==> config.mk <==
export PLATFORM = sky130hd
export DESIGN_NAME = addr_gen_unit
export DESIGN_NICKNAME = d
export VERILOG_FILES = /design/src/rtl/agu_pkg.sv /design/src/rtl/agu_addr_calc.sv /design/src/rtl/agu_seq.sv /design/src/rtl/addr_gen_unit.sv
export SDC_FILE = /design/constraint.sdc
export NUM_CORES = 1
export LEC_CHECK = 0
export BUFFER_PORTS_ARGS = -buffer_cell sky130_fd_sc_hd__buf_2
export CORE_UTILIZATION = 59
export CTS_CLUSTER_SIZE = 25
export DETAILED_ROUTE_END_ITERATION = 8
export PLACE_DENSITY = 0.85
export SLEW_MARGIN = 25
export SYNTH_ARGS = -nofsm -noshare
export SYNTH_HDL_FRONTEND = slang
export SYNTH_HIERARCHICAL = 1
export SYNTH_SLANG_ARGS = --single-unit
==> constraint.sdc <==
create_clock -name clk -period 3.7 [get_ports clk]
set_clock_uncertainty 0.1 [all_clocks]
set_input_delay 0 -clock clk [delete_from_list [all_inputs] [get_ports clk]]
set_output_delay 0 -clock clk [all_outputs]
set_load 0.01 [all_outputs]
==> src/rtl/agu_pkg.sv <==
`timescale 1ns/1ps
package agu_pkg;
  localparam int AW = 16;
  localparam int BW = 8;
  localparam int MW = 4;
  localparam logic [BW-1:0] ZERO_PAGE  = '0;
  localparam logic [BW-1:0] STACK_PAGE = 8'h01;

  typedef enum logic [MW-1:0] {
    AM_ZP    = 4'd0,
    AM_ZPX   = 4'd1,
    AM_ZPY   = 4'd2,
    AM_ABS   = 4'd3,
    AM_ABSX  = 4'd4,
    AM_ABSY  = 4'd5,
    AM_JIND  = 4'd6,
    AM_PREX  = 4'd7,
    AM_POSTY = 4'd8,
    AM_REL   = 4'd9,
    AM_STK   = 4'd10
  } am_e;

  typedef enum logic [2:0] {
    S_IDLE, S_PLO, S_PHI, S_CALC, S_FIX
  } st_e;

  function automatic logic uses_pointer(am_e m);
    return (m == AM_JIND) || (m == AM_PREX) || (m == AM_POSTY);
  endfunction

  function automatic logic may_cross(am_e m);
    return (m == AM_ABSX) || (m == AM_ABSY) || (m == AM_POSTY);
  endfunction
endpackage

==> src/rtl/agu_addr_calc.sv <==
`timescale 1ns/1ps
module agu_addr_calc
  import agu_pkg::*;
(
  input  am_e           mode,
  input  logic [BW-1:0] opl,
  input  logic [BW-1:0] oph,
  input  logic [BW-1:0] ix,
  input  logic [BW-1:0] iy,
  input  logic [BW-1:0] sp,
  input  logic [AW-1:0] pc_nxt,
  input  logic [BW-1:0] pl,
  input  logic [BW-1:0] ph,
  output logic [AW-1:0] ptr0,
  output logic [AW-1:0] ptr1,
  output logic [AW-1:0] eff,
  output logic          crossed
);
  localparam int XW = AW - BW;

  logic [BW-1:0] zp_x, zp_y, opl_inc, zp_x_inc;
  logic [AW-1:0] abs_base, ptr_val, sum_x, sum_y, sum_post, rel_sum;

  assign zp_x     = opl + ix;
  assign zp_y     = opl + iy;
  assign opl_inc  = opl + 1'b1;
  assign zp_x_inc = zp_x + 1'b1;
  assign abs_base = {oph, opl};
  assign ptr_val  = {ph, pl};
  assign sum_x    = abs_base + {{XW{1'b0}}, ix};
  assign sum_y    = abs_base + {{XW{1'b0}}, iy};
  assign sum_post = ptr_val + {{XW{1'b0}}, iy};
  assign rel_sum  = pc_nxt + {{XW{opl[BW-1]}}, opl};

  always_comb begin
    ptr0    = abs_base;
    ptr1    = {oph, opl_inc};
    eff     = abs_base;
    crossed = 1'b0;
    case (mode)
      AM_ZP:   eff = {ZERO_PAGE, opl};
      AM_ZPX:  eff = {ZERO_PAGE, zp_x};
      AM_ZPY:  eff = {ZERO_PAGE, zp_y};
      AM_ABSX: begin
        eff     = sum_x;
        crossed = (sum_x[AW-1:BW] != oph);
      end
      AM_ABSY: begin
        eff     = sum_y;
        crossed = (sum_y[AW-1:BW] != oph);
      end
      AM_JIND: eff = ptr_val;
      AM_PREX: begin
        ptr0 = {ZERO_PAGE, zp_x};
        ptr1 = {ZERO_PAGE, zp_x_inc};
        eff  = ptr_val;
      end
      AM_POSTY: begin
        ptr0    = {ZERO_PAGE, opl};
        ptr1    = {ZERO_PAGE, opl_inc};
        eff     = sum_post;
        crossed = (sum_post[AW-1:BW] != ph);
      end
      AM_REL:  eff = rel_sum;
      AM_STK:  eff = {STACK_PAGE, sp};
      default: eff = abs_base;
    endcase
  end
endmodule

==> src/rtl/agu_seq.sv <==
`timescale 1ns/1ps
module agu_seq
  import agu_pkg::*;
(
  input  logic          clk,
  input  logic          rst_n,
  input  logic          req_valid,
  input  am_e           req_mode,
  input  logic          req_write,
  input  logic [BW-1:0] req_opl,
  input  logic [BW-1:0] req_oph,
  input  logic [BW-1:0] req_x,
  input  logic [BW-1:0] req_y,
  input  logic [BW-1:0] req_s,
  input  logic [AW-1:0] req_pc,
  input  logic [BW-1:0] rdata,
  input  logic [AW-1:0] c_ptr0,
  input  logic [AW-1:0] c_ptr1,
  input  logic [AW-1:0] c_eff,
  input  logic          c_crossed,
  output am_e           q_mode,
  output logic [BW-1:0] q_opl,
  output logic [BW-1:0] q_oph,
  output logic [BW-1:0] q_x,
  output logic [BW-1:0] q_y,
  output logic [BW-1:0] q_s,
  output logic [AW-1:0] q_pc,
  output logic [BW-1:0] q_plo,
  output logic          busy,
  output logic          rd,
  output logic [AW-1:0] rd_addr,
  output logic          done,
  output logic [AW-1:0] ea,
  output logic          extra
);
  st_e  state_q, state_d;
  logic wr_q;
  logic accept, cap_plo, ea_en, done_d, extra_d;

  assign accept  = req_valid && (state_q == S_IDLE);
  assign busy    = (state_q != S_IDLE);
  assign rd      = (state_q == S_PLO) || (state_q == S_PHI);
  assign rd_addr = (state_q == S_PHI) ? c_ptr1 : c_ptr0;
  assign cap_plo = (state_q == S_PHI);

  always_comb begin
    state_d = state_q;
    ea_en   = 1'b0;
    done_d  = 1'b0;
    extra_d = 1'b0;
    case (state_q)
      S_IDLE: if (accept) state_d = uses_pointer(req_mode) ? S_PLO : S_CALC;
      S_PLO:  state_d = S_PHI;
      S_PHI:  state_d = S_CALC;
      S_CALC: begin
        ea_en = 1'b1;
        if (c_crossed && !wr_q && may_cross(q_mode)) begin
          state_d = S_FIX;
        end else begin
          state_d = S_IDLE;
          done_d  = 1'b1;
        end
      end
      S_FIX: begin
        state_d = S_IDLE;
        done_d  = 1'b1;
        extra_d = 1'b1;
      end
      default: state_d = S_IDLE;
    endcase
  end

  always_ff @(posedge clk or negedge rst_n) begin
    if (!rst_n) begin
      state_q <= S_IDLE;
      done    <= 1'b0;
      extra   <= 1'b0;
    end else begin
      state_q <= state_d;
      done    <= done_d;
      extra   <= extra_d;
    end
  end

  always_ff @(posedge clk or negedge rst_n) begin
    if (!rst_n) begin
      q_mode <= AM_ZP;
      wr_q   <= 1'b0;
      q_opl  <= '0;
      q_oph  <= '0;
      q_x    <= '0;
      q_y    <= '0;
      q_s    <= '0;
      q_pc   <= '0;
    end else if (accept) begin
      q_mode <= req_mode;
      wr_q   <= req_write;
      q_opl  <= req_opl;
      q_oph  <= req_oph;
      q_x    <= req_x;
      q_y    <= req_y;
      q_s    <= req_s;
      q_pc   <= req_pc;
    end
  end

  always_ff @(posedge clk or negedge rst_n) begin
    if (!rst_n) q_plo <= '0;
    else if (cap_plo) q_plo <= rdata;
  end

  always_ff @(posedge clk or negedge rst_n) begin
    if (!rst_n) ea <= '0;
    else if (ea_en) ea <= c_eff;
  end
endmodule

==> src/rtl/addr_gen_unit.sv <==
`timescale 1ns/1ps
module addr_gen_unit
  import agu_pkg::*;
(
  input  logic          clk,
  input  logic          rst_n,
  input  logic          req_valid,
  input  logic [MW-1:0] req_mode,
  input  logic          req_write,
  input  logic [BW-1:0] opnd_lo,
  input  logic [BW-1:0] opnd_hi,
  input  logic [BW-1:0] reg_x,
  input  logic [BW-1:0] reg_y,
  input  logic [BW-1:0] reg_s,
  input  logic [AW-1:0] pc_next,
  output logic          busy,
  output logic          mem_rd,
  output logic [AW-1:0] mem_addr,
  input  logic [BW-1:0] mem_rdata,
  output logic          done,
  output logic [AW-1:0] ea,
  output logic          extra_cycle
);
  am_e           q_mode;
  logic [BW-1:0] q_opl, q_oph, q_x, q_y, q_s, q_plo;
  logic [AW-1:0] q_pc, c_ptr0, c_ptr1, c_eff;
  logic          c_crossed;

  agu_seq seq_i (
    .clk(clk), .rst_n(rst_n), .req_valid(req_valid), .req_mode(am_e'(req_mode)),
    .req_write(req_write), .req_opl(opnd_lo), .req_oph(opnd_hi), .req_x(reg_x),
    .req_y(reg_y), .req_s(reg_s), .req_pc(pc_next), .rdata(mem_rdata),
    .c_ptr0(c_ptr0), .c_ptr1(c_ptr1), .c_eff(c_eff), .c_crossed(c_crossed),
    .q_mode(q_mode), .q_opl(q_opl), .q_oph(q_oph), .q_x(q_x), .q_y(q_y),
    .q_s(q_s), .q_pc(q_pc), .q_plo(q_plo), .busy(busy), .rd(mem_rd),
    .rd_addr(mem_addr), .done(done), .ea(ea), .extra(extra_cycle)
  );

  agu_addr_calc calc_i (
    .mode(q_mode), .opl(q_opl), .oph(q_oph), .ix(q_x), .iy(q_y), .sp(q_s),
    .pc_nxt(q_pc), .pl(q_plo), .ph(mem_rdata), .ptr0(c_ptr0), .ptr1(c_ptr1),
    .eff(c_eff), .crossed(c_crossed)
  );
endmodule

; ---- Word level (Yosys, flattened, before mapping)
; Cells that the tools add are included.
[word_totals]
ff_bits = 90
in_bits = 72
[classes]
add_sub_neg = 8
eq_ne = 20
mux = 13
reduce_logical = 13
[op_table]
columns = cell, count
row1 = 16-bit case mux with 9 select lines, 1
row2 = 16-bit case mux with 2 select lines, 2
row3 = 16-bit by 8-bit adder with 16-bit output, 3
row4 = "4-bit by 3-bit equality test with 1-bit output, second input constant", 6
row5 = 8-bit != test, 3
row6 = 16-bit adder, 1
row7 = "8-bit by 1-bit adder with 8-bit output, second input constant", 2
row8 = 8-bit adder, 2
row9 = "4-bit equality test, second input constant", 4
row10 = 16-bit 2-to-1 mux, 1
row11 = 3-bit case mux with 4 select lines, 1
row12 = "3-bit by 2-bit equality test with 1-bit output, second input constant", 2
row13 = 3-bit 2-to-1 mux, 2
row14 = 1-bit logical OR, 5
row15 = "4-bit by 1-bit equality test with 1-bit output, second input constant", 1
row16 = "4-bit by 2-bit equality test with 1-bit output, second input constant", 1
row17 = 4-bit zero test, 1
row18 = "3-bit by 1-bit equality test with 1-bit output, second input constant", 1
row19 = "3-bit equality test, second input constant", 1
row20 = 1-bit logical AND, 3
row21 = 3-bit zero test, 1
row22 = 1-bit 2-to-1 mux, 3
row23 = 1-bit case mux with 3 select lines, 1
row24 = 3-bit nonzero test, 1
row25 = 5 further kinds, 5

; ---- Longest topological paths before layout
[logic_depth]
depth_word = 7
mapped_depth = 11
mapped_depth_nobuf = 11

; ---- Hierarchy
; Netlist, hierarchy kept.
[by_module_without_submodules]
columns = mod, n_inst, cells_per_inst, area_each_um2, seq_area_each_um2
row1 = agu_seq, 1, 221, 3903.7, 2252.2
row2 = agu_addr_calc, 1, 514, 3493.4, 0.0

; ---- Worst setup path after synthesis
; OpenSTA, ideal clock, no wires.
[synth_timing]
path_kind = reg2reg
from = register seq_i.q_opl[0]
to = register seq_i.ea[10]
arrival_time_ps = 2506
t_required_ps = 3475
setup_slack_ps = 969
stages_incl_launch_ff = 12
n_path_buf = 0
period_less_slack_ps = 2731
cell_sequence = dfrtp_1 -> ha_1 -> inv_1 -> fa_1 -> nor2b_4 -> o31a_4 -> o311ai_4 -> nand2b_2 -> a211oi_2 -> o32ai_1 -> o32a_1 -> mux2_2
[synth_between]
elab_chain_cells = 2
elab_cells_between_ends = 4
cone_classes = add/sub: 3 / mux: 1
[synth_rtl]
columns = element, line_no
row1 = from (decl), agu_seq.sv:22  ; output logic [BW-1:0] q_opl,
row2 = from (signal assigned), agu_seq.sv:98  ; q_opl <= req_opl;
row3 = 16-bit adder (tied with other cells), agu_addr_calc.sv:33  ; assign rel_sum = pc_nxt + {{XW{opl[BW-1]}}, opl};
row4 = 16-bit case mux with 9 select lines *, agu_addr_calc.sv:40  ; case (mode)
row5 = via c_eff[10], addr_gen_unit.sv:26  ; logic [AW-1:0] q_pc, c_ptr0, c_ptr1, c_eff;
row6 = to (signal assigned), agu_seq.sv:113  ; if (!rst_n) ea <= '0;
row7 = to (signal assigned), agu_seq.sv:114  ; else if (ea_en) ea <= c_eff;
row8 = to (decl), agu_seq.sv:33  ; output logic [AW-1:0] ea,
; Mark *: on every way through the listed nets, which the timed path passes. The rest lies on a longest branch.
; A chain may end at the register's enable or synchronous reset.

; ---- Worst setup path after layout
[layout_timing]
from = register seq_i.q_opl[0]
to = output mem_addr[7]
[layout_between]
elab_chain_cells = 4
elab_cells_between_ends = 6
cone_classes = add/sub: 3 / mux: 3
[layout_rtl]
columns = element, line_no
row1 = 8-bit adder, agu_addr_calc.sv:24  ; assign zp_x = opl + ix;
row2 = 8-bit by 1-bit adder with 8-bit output, agu_addr_calc.sv:27  ; assign zp_x_inc = zp_x + 1'b1;
row3 = 16-bit case mux with 2 select lines *, agu_addr_calc.sv:40
row4 = via c_ptr1[7], addr_gen_unit.sv:26
row5 = 16-bit 2-to-1 mux *, agu_seq.sv:43  ; assign rd_addr = (state_q == S_PHI) ? c_ptr1 : c_ptr0;
row6 = to (decl), addr_gen_unit.sv:18  ; output logic [AW-1:0] mem_addr,
; Marked as above.

==> flow_summary.ini <==
[run_status]
status = completed

[cts]
clk_latency_ns = 0.37
htree_levels = 3
numCtsBuffers = 9
clk_path_buf_depth = 2
root_buffer = clkbuf_16
cts_tree = done
cts_sinks = 90
cts.reportedPaths.clkPinSlew_ns = 0.07

[cells_and_area]
layout_commonest_cell = buf_2
drive_above_1_share = 0.285
syn_to_final_growth_pct = 21.8
nNetsFinal = 1018
most-common-layout-cells = buf_2 (106), dfrtp_1 (90), dlygate4sd3_1 (71)
antenna_cells = 0
fin_cells = 1074

[floorplan]
initial_core_util = 0.611
core_sq_um = 12100
die_x_um = 114
rows = 40
io_pins = 108
die-area_sq_um = 13000
die_h_um = 114

[logic_synthesis]
syn_area_sq_um = 7400
ys_ff_latch = 90
syn-instance-count = 735
synth_edf_count = 0
synth_cell_types = 76
synthesis.nets = 852
synthTopCellsByArea = dfrtp_1 (30%), mux2_4 (12%), mux2_2 (7.0%)
synth_ff_type = dfrtp_1
ys_seq_area_frac = 0.304
synth_warnings = 6
synth_area_leader_cell = dfrtp_1
async_flop_share = 1.00
avgSynthCellArea_sq_um = 10.1
synth_top_area_share = 0.304

[detailed_routing]
antenna_left = 0
wl_per_cell_um = 21.3
via_per_inst = 6.26
drt_iter0_drc = 521
vias = 6727
first_pass_iters = 7
wirelength_um = 22800
route.detailed.drc = 0

[power_and_ir_drop]
leakagePower_nw = 4.12
power.total_w = 0.0102
switching_share = 0.484
p_clk_frac = 0.093
p_sw_w = 0.00495
vdd_drop_max_mv = 0.653
power_density_nw_per_um2 = 1140
seqPwrFrac = 0.215
intPower_w = 0.00529
pwr-share-comb = 0.692

[worst_setup_path]
setup.worst_path.start = seq_i/q_opl[0]
cp_max_fo = 8
crit_type = reg -> out
reg2reg_depth = 11
start_kind = flip-flop
regToRegEndpoint = seq_i/ea[10]
required_ns = 3.60
crit_top_cell = o21ai_0
cp_slowest_cell = dfrtp_1
r2r_slack_ns = 0.53
cp_cell_sequence = ha_1 -> inv_1 -> fa_1 -> nor2b_1 -> o21ai_0 -> a21oi_2 -> nand3_1 -> nor4_1 -> xor2_1 -> o21ai_0 -> mux2_2 -> buf_2
endpoint = mem_addr[7]
crit_buf_inv = 2
cp_num_cells = 12
crit_path_max_incr_delay_ns = 0.53
critPathTopFamily = adder cells
r2r-start = seq_i/q_y[0]
worst-endpoint-arrival_ns = 3.35
endpoint_kind = output pin

[grt]
grt_pass1_wl_um = 36100
globalRouteOverflowTotal = 0
grtUsageTotal = 0.367
antenna_found_initial = 0
grt_max_degree = 91
grt_pass1_vias = 6787

[sta]
slew_headroom = 0.302
rsz0062_at_grt = false
min_period_ns = 3.45
maxSlewViolCount = 0
max_freq_mhz = 290
worst_slack_ns = 0.255
fin_hold_ws_ns = 0.184
setup-tns-final_ns = 0
worst_pin_slew_ns = 1.04
hold_viol = 0
timing.final.crit_share = 0.931
setup_viol = 0

[placed_design]
dp_hpwl_um = 15700
gp_congestion = 0.957
place_inst = 985
preCtsSetupSlack_ns = 0.556
io_buffer_count = 107

[run]
max_cap_violations = 0

[hold_path]
min_path_type = in -> async
## state kept, by name, summed over array words and instances (netlist names)
register / cells
seq_i/ea: 16
seq_i/q_y: 8
seq_i/q_oph: 8
seq_i/done: 1
seq_i/q_x: 8
seq_i/q_mode: 4
seq_i/q_opl: 8
seq_i/q_plo: 8
seq_i/extra: 1
seq_i/wr_q: 1
seq_i/q_s: 8
seq_i/q_pc: 16
seq_i/state_q: 3
## metrics by stage
step	area (sq um)	util
floorplan	7400	-
global placement	7960	0.657
detailed placement	7980	0.659
CTS	8990	0.742
global route	9010	0.744
finish	9010	0.744
## routing by layer
| metal | wire length (um) | share of wire | up-vias | global-route usage |
|---|---|---|---|---|
| li1 | - | - | 3079 | - |
| met1 | 9890 | 0.43 | 3267 | 0.484 |
| met2 | 10700 | 0.47 | 324 | 0.593 |
| met3 | 1620 | 0.071 | 57 | 0.0712 |
| met4 | 644 | 0.028 | 0 | 0.145 |
| met5 | 0 | 0 | - | 0 |
## power groups by stage
stage	clock network, W	registers, W	logic (W)
6_report	0.000949	0.00220	0.00708
5_1_grt	0.000996	0.00226	0.00768
4_1_cts	0.000952	0.00217	0.00689
3_5_place_dp	0	0.00218	0.00677
3_3_place_gp	0	0.00215	0.00661
2_1_floorplan	0	0.00189	0.00540
## worst register-to-register path: stages (launching register included)
cell      delay (ns)
dfrtp_1         0.40
ha_1            0.18
inv_1           0.06
fa_1            0.40
nand2b_1        0.18
a21oi_1         0.21
o21bai_1        0.12
and4b_1         0.22
o31ai_1         0.44
o211ai_1        0.17
o32a_1          0.34
mux2_2          0.25
## final cells by class
cell class | count | area (sq um)
Clock buffer | 9 | 225
Clock inverter | 7 | 73.8
Fill cell | 870 | 3100
Inverter | 19 | 71.3
Multi-Input combinational cell | 591 | 4810
Sequential cell | 90 | 2250
Tap cell | 168 | 210
Timing Repair Buffer | 190 | 1360
## cell usage after synthesis (4+ instances only)
cell / instances
a221oi_1: 7
nand2_1: 56
nor2_1: 44
nand3_1: 20
ha_1: 41
nor3_1: 14
xnor2_1: 24
o21ai_0: 36
nor2b_1: 7
inv_1: 19
buf_2: 8
a21o_1: 15
buf_12: 6
and3_1: 18
o21bai_1: 4
o211ai_1: 10
o31ai_1: 6
a22oi_1: 4
mux2_4: 60
or3_1: 7
buf_4: 8
nand2b_1: 10
xor2_1: 18
a31oi_1: 5
mux2_2: 46
o21a_1: 8
clkbuf_1: 13
nor3b_1: 4
a211oi_1: 12
mux2i_1: 4
a222oi_1: 5
dfrtp_1: 90
a21oi_1: 40
fa_1: 4
## worst min-delay path by stage
stage                     cells after the start             to
after floorplan                               0     seq_i/done
after global routing                          2   seq_i/q_s[1]
after detailed placement                      1   seq_i/q_y[4]
after CTS                                     2    seq_i/ea[4]
final                                         2   seq_i/q_s[2]
after global placement                        2  seq_i/q_pc[1]
## repair_timing
| item | in CTS | in global routing |
|---|---|---|
| endpoints found under the setup margin | 0 | 1 |
| setup buffers | 0 | 2 |
| endpoints found under the hold margin | 161 | 0 |
| hold buffers | 71 | 0 |
| gates resized for setup | 0 | 0 |
## logic make-up after synthesis
family / after synthesis / share of synthesized area
buffers and inverters: 54 / 0.0460
flip-flops: 90 / 0.304
AO/OA/AOI/OAI: 195 / 0.187
adder cells (fa/ha/maj): 45 / 0.0802
XOR/XNOR: 42 / 0.0497
multiplexers: 110 / 0.197
AND/OR/NAND/NOR: 199 / 0.135
Note: power is estimated with default switching activity, not from simulation.
